`src/rtl/acc_alu.sv`:
```
module acc_alu (
  input  logic [3:0] op_i,
  input  logic [7:0] acc_i,
  input  logic [7:0] opnd_i,
  input  logic       cy_i,
  input  logic       ac_i,
  input  logic       ov_i,
  output logic [7:0] res_o,
  output logic       cy_o,
  output logic       ac_o,
  output logic       ov_o
);

  localparam logic [3:0] OP_ADD  = 4'd0;
  localparam logic [3:0] OP_ADDC = 4'd1;
  localparam logic [3:0] OP_SUBB = 4'd2;
  localparam logic [3:0] OP_INC  = 4'd3;
  localparam logic [3:0] OP_DEC  = 4'd4;
  localparam logic [3:0] OP_AND  = 4'd5;
  localparam logic [3:0] OP_OR   = 4'd6;
  localparam logic [3:0] OP_XOR  = 4'd7;
  localparam logic [3:0] OP_CLR  = 4'd8;
  localparam logic [3:0] OP_CPL  = 4'd9;
  localparam logic [3:0] OP_SWAP = 4'd10;
  localparam logic [3:0] OP_RL   = 4'd11;
  localparam logic [3:0] OP_RLC  = 4'd12;
  localparam logic [3:0] OP_RR   = 4'd13;
  localparam logic [3:0] OP_RRC  = 4'd14;
  localparam logic [3:0] OP_DA   = 4'd15;

  // Shared adder: subtraction adds the inverted operand and inverted borrow.
  logic       is_sub;
  logic       cin;
  logic [7:0] b_eff;
  logic [8:0] sum9;
  logic [4:0] sum_lo;
  logic [7:0] sum_b7;
  logic       c_out7, c_out3, c_in7;

  assign is_sub = (op_i == OP_SUBB);
  assign cin    = is_sub ? ~cy_i : (op_i == OP_ADDC) & cy_i;
  assign b_eff  = is_sub ? ~opnd_i : opnd_i;
  assign sum9   = {1'b0, acc_i} + {1'b0, b_eff} + {8'd0, cin};
  assign sum_lo = {1'b0, acc_i[3:0]} + {1'b0, b_eff[3:0]} + {4'd0, cin};
  assign sum_b7 = {1'b0, acc_i[6:0]} + {1'b0, b_eff[6:0]} + {7'd0, cin};
  assign c_out7 = sum9[8] ^ is_sub;
  assign c_out3 = sum_lo[4] ^ is_sub;
  assign c_in7  = sum_b7[7] ^ is_sub;

  // Decimal adjust in two correction steps.
  logic       lo_fix, hi_fix, da_c1;
  logic [8:0] da_s1, da_s2;

  assign lo_fix = (acc_i[3:0] > 4'd9) | ac_i;
  assign da_s1  = {1'b0, acc_i} + (lo_fix ? 9'h006 : 9'h000);
  assign da_c1  = cy_i | da_s1[8];
  assign hi_fix = (da_s1[7:4] > 4'd9) | da_c1;
  assign da_s2  = {1'b0, da_s1[7:0]} + (hi_fix ? 9'h060 : 9'h000);

  always_comb begin
    res_o = acc_i;
    cy_o  = cy_i;
    ac_o  = ac_i;
    ov_o  = ov_i;
    unique case (op_i)
      OP_ADD, OP_ADDC, OP_SUBB: begin
        res_o = sum9[7:0];
        cy_o  = c_out7;
        ac_o  = c_out3;
        ov_o  = c_in7 ^ c_out7;
      end
      OP_INC:  res_o = acc_i + 8'd1;
      OP_DEC:  res_o = acc_i - 8'd1;
      OP_AND:  res_o = acc_i & opnd_i;
      OP_OR:   res_o = acc_i | opnd_i;
      OP_XOR:  res_o = acc_i ^ opnd_i;
      OP_CLR:  res_o = 8'h00;
      OP_CPL:  res_o = ~acc_i;
      OP_SWAP: res_o = {acc_i[3:0], acc_i[7:4]};
      OP_RL:   res_o = {acc_i[6:0], acc_i[7]};
      OP_RR:   res_o = {acc_i[0], acc_i[7:1]};
      OP_RLC: begin
        res_o = {acc_i[6:0], cy_i};
        cy_o  = acc_i[7];
      end
      OP_RRC: begin
        res_o = {cy_i, acc_i[7:1]};
        cy_o  = acc_i[0];
      end
      OP_DA: begin
        res_o = da_s2[7:0];
        cy_o  = da_c1 | da_s2[8];
      end
      default: res_o = acc_i;
    endcase
  end

  always_comb begin
    if (op_i inside {OP_INC, OP_DEC, OP_AND, OP_OR, OP_XOR, OP_CLR, OP_CPL,
                     OP_SWAP, OP_RL, OP_RR})
      p_flags_hold_r4: assert ({cy_o, ac_o, ov_o} == {cy_i, ac_i, ov_i})
        else $error("flags changed on a flag-neutral operation");
    if (op_i == OP_CLR)
      p_clear_zero_r6: assert (res_o == 8'h00) else $error("clear not zero");
    if (op_i == OP_SWAP)
      p_swap_nibbles_r7: assert (res_o[3:0] == acc_i[7:4] && res_o[7:4] == acc_i[3:0])
        else $error("swap mismatch");
    if (op_i == OP_RLC)
      p_rlc_carry_r9: assert (cy_o == acc_i[7] && res_o[0] == cy_i && ov_o == ov_i)
        else $error("rotate-left-through-carry mismatch");
    if (op_i == OP_RRC)
      p_rrc_carry_r9: assert (cy_o == acc_i[0] && res_o[7] == cy_i && ac_o == ac_i)
        else $error("rotate-right-through-carry mismatch");
    if (op_i == OP_DA && cy_i)
      p_da_keeps_carry_r10: assert (cy_o) else $error("decimal adjust cleared carry");
    if (op_i == OP_ADD)
      p_add_sum_r1: assert ({cy_o, res_o} == {1'b0, acc_i} + {1'b0, opnd_i})
        else $error("add sum mismatch");
  end

endmodule

```
`config.mk`:
```
export PLATFORM = sky130hd
export DESIGN_NAME = acc_alu
export DESIGN_NICKNAME = d
export VERILOG_FILES = /design/src/rtl/acc_alu.sv
export SDC_FILE = /design/constraint.sdc
export NUM_CORES = 1
export LEC_CHECK = 0
export BUFFER_PORTS_ARGS = -buffer_cell sky130_fd_sc_hd__buf_2
export CORE_UTILIZATION = 50
export DETAILED_ROUTE_END_ITERATION = 8
export PLACE_DENSITY_LB_ADDON = 0.2
export SLEW_MARGIN = 20
export SYNTH_ARGS = -nofsm -noshare
export SYNTH_HDL_FRONTEND = slang
export SYNTH_SLANG_ARGS = --single-unit
```
`constraint.sdc`:
```
create_clock -name vclk -period 13.9
set_clock_uncertainty 0.2 [all_clocks]
set_input_delay 2.085 -clock vclk [all_inputs]
set_output_delay 2.085 -clock vclk [all_outputs]
set_load 0.05 [all_outputs]
```
==> parameters.txt, run 1 <==
Parameter                              Value

Yosys
  Synth unique cells ... 53
  Synthesis Warnings ... 0
  Main area contributors after synthesis ... ha_1, xnor2_1, fa_1
  Syn avg cell area ... 6.99 sq um
  Cell types with the highest counts after synthesis ... ha_1, nand2_1, nor2_1, xnor2_1, inv_1
  Cell taking the most area after synthesis ... ha_1
  Post-synthesis instance area ... 0.00215 sq mm
  Fraction of the yosys area taken by sequential cells ... 0%
  Post-synthesis instance total ... 307
  Share of Yosys cell area claimed by the top area cell type ... 19.2%
  Count leader, synth ... ha_1
  Synthesized netlist net count ... 368

GRT
  Remaining global-route overflow ... 0
  Number of antenna violations at the first check in global routing ... 0
  Aggregate global-route resource usage ... 29.2%
  Number of global-route vias before repair ... 2008
  First-pass GRT wire length ... 10.2 mm
  Pin count of the biggest net entering global routing ... 33

Layout
  Share of cells above drive strength 1 ... 12.7%
  Final net count ... 386
  Layout sequential cell count ... 0
  Layout clock buffer count ... 0
  Multi-input gate area ... 0.00197 sq mm
  Layout overhead on the synthesized area ... 6.53%
  Count of fill cells added during filler insertion ... 435
  Sequential cell area in the final layout ... 0 sq um
  Antenna diode count ... 0

Floorplanning
  Core area ... 0.00406 sq mm
  Number of top-level pins ... 34
  Vertical die dimension ... 67.5 um
  Die extent in x ... 67.5 um
  Floorplan die area ... 0.00456 sq mm
  Std cell rows ... 23
  Initial Utilization ... 52.9%

Routing
  Final routed wire length divided by cell count ... 17.5 um
  Routed Antenna Nets ... 0
  DRC violation total after the first TritonRoute iteration ... 202
  Count of TritonRoute iterations in the first routing pass ... 5
  Aggregate routed wire length ... 6.53 mm
  DRC violation count after routing ... 0
  Vias ... 2326
  Mean number of vias per cell ... 6.24

STA
  Setup tns final ... 0 ns
  Unrepaired setup endpoints after global routing ... false
  Final critical-path share of the clock period ... 59.3%
  Count of final setup violators ... 0
  Final hold violation count ... 0
  Relative max-transition margin ... 39.3%
  Number of pins exceeding their max-slew limit in the final report ... 0
  Slew @ Worst Pin ... 0.903 ns
  Max Clock Freq ... 121 MHz
  Crit path time final ... 8.24 ns

Power and ir drop
  Power density of the placed cells ... 46.0 mW/mm^2
  Tot Pwr ... 0.000105 W
  Peak supply drop ... 0.0332 mV
  Clock power frac ... 0%
  Static Leak ... 1.01 nW
  Sw frac ... 64.2%
  Reported net switching power ... 0.0000675 W
  Combinational Power Share ... 100.0%
  Int Pwr ... 0.0000377 W
  Flop pwr share ... 0%

Setup path
  Critical path startpoint category ... input pin
  Type of element capturing the critical path ... output port
  Crit path arrival time ... 5.95 ns
  Top Family by Delay on Critical Path ... adder cells
  Sum of buffers and inverters on the critical path ... 3
  Total number of cells along the worst setup path ... 18
  Kind of critical path ... in -> out
  Crit-path most repeated cell ... nand3_1
  Required time of the critical path ... 11.61 ns
  Longest individual stage delay on the worst path ... 0.64 ns
  Slowest cell on the critical path ... o311ai_0
  Worst path cell trace ... buf_2 -> o21ai_0 -> nand2b_1 -> ha_1 -> inv_1 -> fa_1 -> nor2_1 -> nand3_1 -> o311ai_0 -> ha_1 -> fa_1 -> nand3_1 -> o31ai_1 -> nand3_1 -> nand4_1 -> a221oi_1 -> o211ai_1 -> buf_2
  Max FO, Critical Path ... 11
  Launching element of the worst setup path ... acc_i[1]

Worst hold path
  Beginning of the worst hold path ... ov_i
  Hold Path End ... ov_o
  Type of the worst min-delay path ... in -> out
  Worst Hold Path Cells ... 4

Placement
  Global placement routability congestion ... 0.962
  Final HPWL DP ... 4.90 mm
  Count of port buffers added during placement ... 34

Job
  Max-capacitance violation count ... 0

CTS
  Number of post-CTS setup repair buffers ... 0
  PostCTS Resize Cnt ... 0
  Hold buffer count at CTS ... 0

Run status
  Status ... finished clean
-- power groups by stage --
stage | logic, W | registers, W | clock network, W
6_report | 0.000105 | 0 | 0
5_1_grt | 0.000115 | 0 | 0
4_1_cts | 0.000105 | 0 | 0
3_5_place_dp | 0.000104 | 0 | 0
3_3_place_gp | 0.000103 | 0 | 0
2_1_floorplan | 0.0000808 | 0 | 0
-- stage by stage --
stage | setup WS, ns | cell area [sq um] | util [%] | std cells | hold WS (ns)
after floorplan | 6.04 | 2150 | - | 307 | 4.32
after global placement | 5.80 | 2290 | 56.3 | 373 | 4.35
after detailed placement | 5.68 | 2290 | 56.3 | 373 | 4.35
after CTS | 5.68 | 2290 | 56.3 | 373 | 4.35
after global routing | 5.38 | 2290 | 56.3 | 373 | 4.38
final | 5.66 | 2290 | 56.3 | 373 | 4.35
-- cell usage in the layout (no fill, tap or decap), types with 9 or more instances in the layout --
| master | synthesis | final |
|---|---|---|
| buf_2 | 11 | 34 |
| ha_1 | 33 | 33 |
| nand2_1 | 26 | 26 |
| nor2_1 | 26 | 26 |
| xnor2_1 | 24 | 24 |
| inv_1 | 21 | 21 |
| a21oi_1 | 17 | 17 |
| o21ai_0 | 14 | 14 |
| nand2b_1 | 12 | 12 |
| o21ai_1 | 9 | 9 |
-- area by class of cell --
| cell class | instances | share of cell area [%] |
|---|---|---|
| inverter | 21 | 3.45 |
| multi-input combinational | 267 | 86.0 |
| tap | 50 | 2.74 |
| timing repair buffer | 35 | 7.77 |
-- logic make-up (layout without fill, tap and decap cells) --
group | Yosys count | in the layout | share of synthesized area, %
AOI/OAI and AO/OA | 99 | 99 | 31.7
xor gates and xnor gates | 28 | 28 | 11.4
adders and majority gates | 38 | 38 | 23.9
buffers and inverters | 40 | 56 | 8.57
muxes | 4 | 4 | 1.92
and+or+nand+nor | 98 | 98 | 22.5
-- how the worst max path moves through the flow --
stage / slack, ns / end
floorplan: 6.04 / res_o[6]
global placement: 5.80 / res_o[6]
detailed placement: 5.68 / res_o[6]
CTS: 5.68 / res_o[6]
global route: 5.38 / res_o[6]
finish: 5.66 / res_o[6]
-- per-layer routing --
layer,global-route usage [%],share of wire (%),wire length (um)
met5,0,0,0
met4,3.72,1.1,70
met3,0.676,6.1,399
met2,47.8,46,3000
met1,43.1,47,3070
No activity file was read; power rests on OpenSTA's default activity.
==> inputs of run 2 (changes only) <==
==> constraint.sdc (replaced) <==
create_clock -name vclk -period 6.7
set_clock_uncertainty 0.2 [all_clocks]
set_input_delay 1.005 -clock vclk [all_inputs]
set_output_delay 1.005 -clock vclk [all_outputs]
set_load 0.05 [all_outputs]
==> run 2 against run 1 <==
  * Flip-flop and latch count is the same
  * Critical path depth stayed put
  * Hold slack worse by 2.1 ns
  * First-iteration DRC count is 3.0% lower
  * Cell count increased by 0.54%
  * Largest power group unchanged
==> parameters.txt, run 2 (synthesized netlist as in run 1, its figures left out) <==
Parameter                              Value

Placement
  Final HPWL DP ... 4.87 mm
  Placement-stage worst setup slack ... 0.655 ns
  Global placement routability congestion ... 0.934
  Count of port buffers added during placement ... 34

Layout
  Antenna diode count ... 0
  Final net count ... 388
  Layout clock buffer count ... 0
  Share of cells above drive strength 1 ... 13.2%
  Layout overhead on the synthesized area ... 7.23%
  Commonest non-fill, non-tap cell in the layout ... buf_2
  Layout sequential cell count ... 0
  Sequential cell area in the final layout ... 0 sq um
  Highest-count cells in the layout ignoring fill and taps ... buf_2, ha_1, nand2_1, nor2_1, xnor2_1
  Multi-input gate area ... 0.00197 sq mm
  Count of fill cells added during filler insertion ... 411

Setup path
  Required time of the critical path ... 5.49 ns
  Capturing element of the worst setup path ... res_o[6]
  Kind of critical path ... in -> out
  Critical path startpoint category ... input pin
  Type of element capturing the critical path ... output port
  Launching element of the worst setup path ... acc_i[1]
  Crit path arrival time ... 4.88 ns
  Max FO, Critical Path ... 11

Routing
  Mean number of vias per cell ... 6.15
  DRC violation count after routing ... 0
  Met1 routed wirelength after detailed routing ... 2.91 mm
  Top routing layer used ... met4
  Routed Antenna Nets ... 0
  Routed wire length on met3 ... 474 um
  Count of TritonRoute iterations in the first routing pass ... 4
  Final routed wire length divided by cell count ... 17.1 um
  Aggregate routed wire length ... 6.42 mm
  DRC violation total after the first TritonRoute iteration ... 196
  Met2 wire length ... 2.99 mm
  Vias ... 2308

CTS
  Hold buffer count at CTS ... 0
  PostCTS Resize Cnt ... 0
  Number of post-CTS setup repair buffers ... 0

STA
  Relative max-transition margin ... 38.6%
  Setup tns final ... 0 ns
  Unrepaired setup endpoints after global routing ... false
  Final hold violation count ... 0
  Crit path time final ... 6.09 ns
  Number of pins exceeding their max-slew limit in the final report ... 0
  Final critical-path share of the clock period ... 90.9%
  Max Clock Freq ... 164 MHz
  Count of final setup violators ... 0
  Slew @ Worst Pin ... 0.914 ns
  Final critical-path setup slack ... 0.613 ns

Floorplanning
  Std cell rows ... 23
  Die extent in x ... 67.5 um
  Floorplan die area ... 0.00456 sq mm
  Vertical die dimension ... 67.5 um
  Number of top-level pins ... 34
  Core area ... 0.00406 sq mm
  Initial Utilization ... 52.9%

GRT
  Number of global-route vias before repair ... 2168
  Remaining global-route overflow ... 0
  First-pass GRT wire length ... 10.2 mm
  Pin count of the biggest net entering global routing ... 33
  Aggregate global-route resource usage ... 29.2%
  Number of antenna violations at the first check in global routing ... 0

Power and ir drop
  Power density of the placed cells ... 95.1 mW/mm^2
  Static Leak ... 1.02 nW
  Peak supply drop ... 0.0634 mV

Run status
  Status ... finished clean

Worst hold path
  Type of the worst min-delay path ... in -> out

Job
  Max-capacitance violation count ... 0
run 2: cell types whose count changed in the layout (fill, tap and decap cells not counted), sizes merged:
cell	before	now
buf	35	37
run 2: through the flow:
step                power (W)  hold slack [ns]  util (%)  cell area [sq um]  std cells
floorplan            0.000168             2.16         -               2150        307
global placement     0.000214             2.19      56.7               2300        375
detailed placement   0.000216             2.21      56.7               2300        375
CTS                  0.000218             2.21      56.7               2300        375
global route         0.000240             2.24      56.7               2300        375
finish               0.000219             2.20      56.7               2300        375
run 2: power breakdown:
group	internal, W	switching (W)
sequential	0	0
combinational	0.0000789	0.000140
clock	0	0
total	0.0000789	0.000140
run 2: worst min path at each step:
stage                       to  startpoint  slack (ns)  cells after the start
after floorplan           ac_o        ac_i        2.16                      2
after global placement    ov_o        ov_i        2.19                      4
after detailed placement  ov_o        ov_i        2.21                      4
after CTS                 ov_o        ov_i        2.21                      4
after global routing      ov_o        ov_i        2.24                      4
final                     ov_o        ov_i        2.20                      4
run 2: metal layers:
layer	vias to the layer above	global-route usage, %
met5	-	0
met3	5	3.55
li1	1152	-
met4	0	4.52
met2	98	51.1
met1	1053	38.2
run 2: final cells by class:
class	count	area share (%)
Multi-Input combinational cell	267	85.5
Timing Repair Buffer	37	8.37
Inverter	21	3.43
Tap cell	50	2.72
run 2: critical path, cell delays in order:
cell,delay [ns]
buf_2,0.23
o21ai_0,0.13
nand2b_1,0.13
ha_1,0.19
inv_1,0.06
fa_1,0.43
nor2_1,0.24
nand3_1,0.12
o311ai_0,0.64
ha_1,0.31
fa_1,0.43
nand3_1,0.08
o31ai_1,0.07
nand3_1,0.11
nand4_1,0.10
a221oi_1,0.24
o211ai_1,0.13
buf_2,0.22
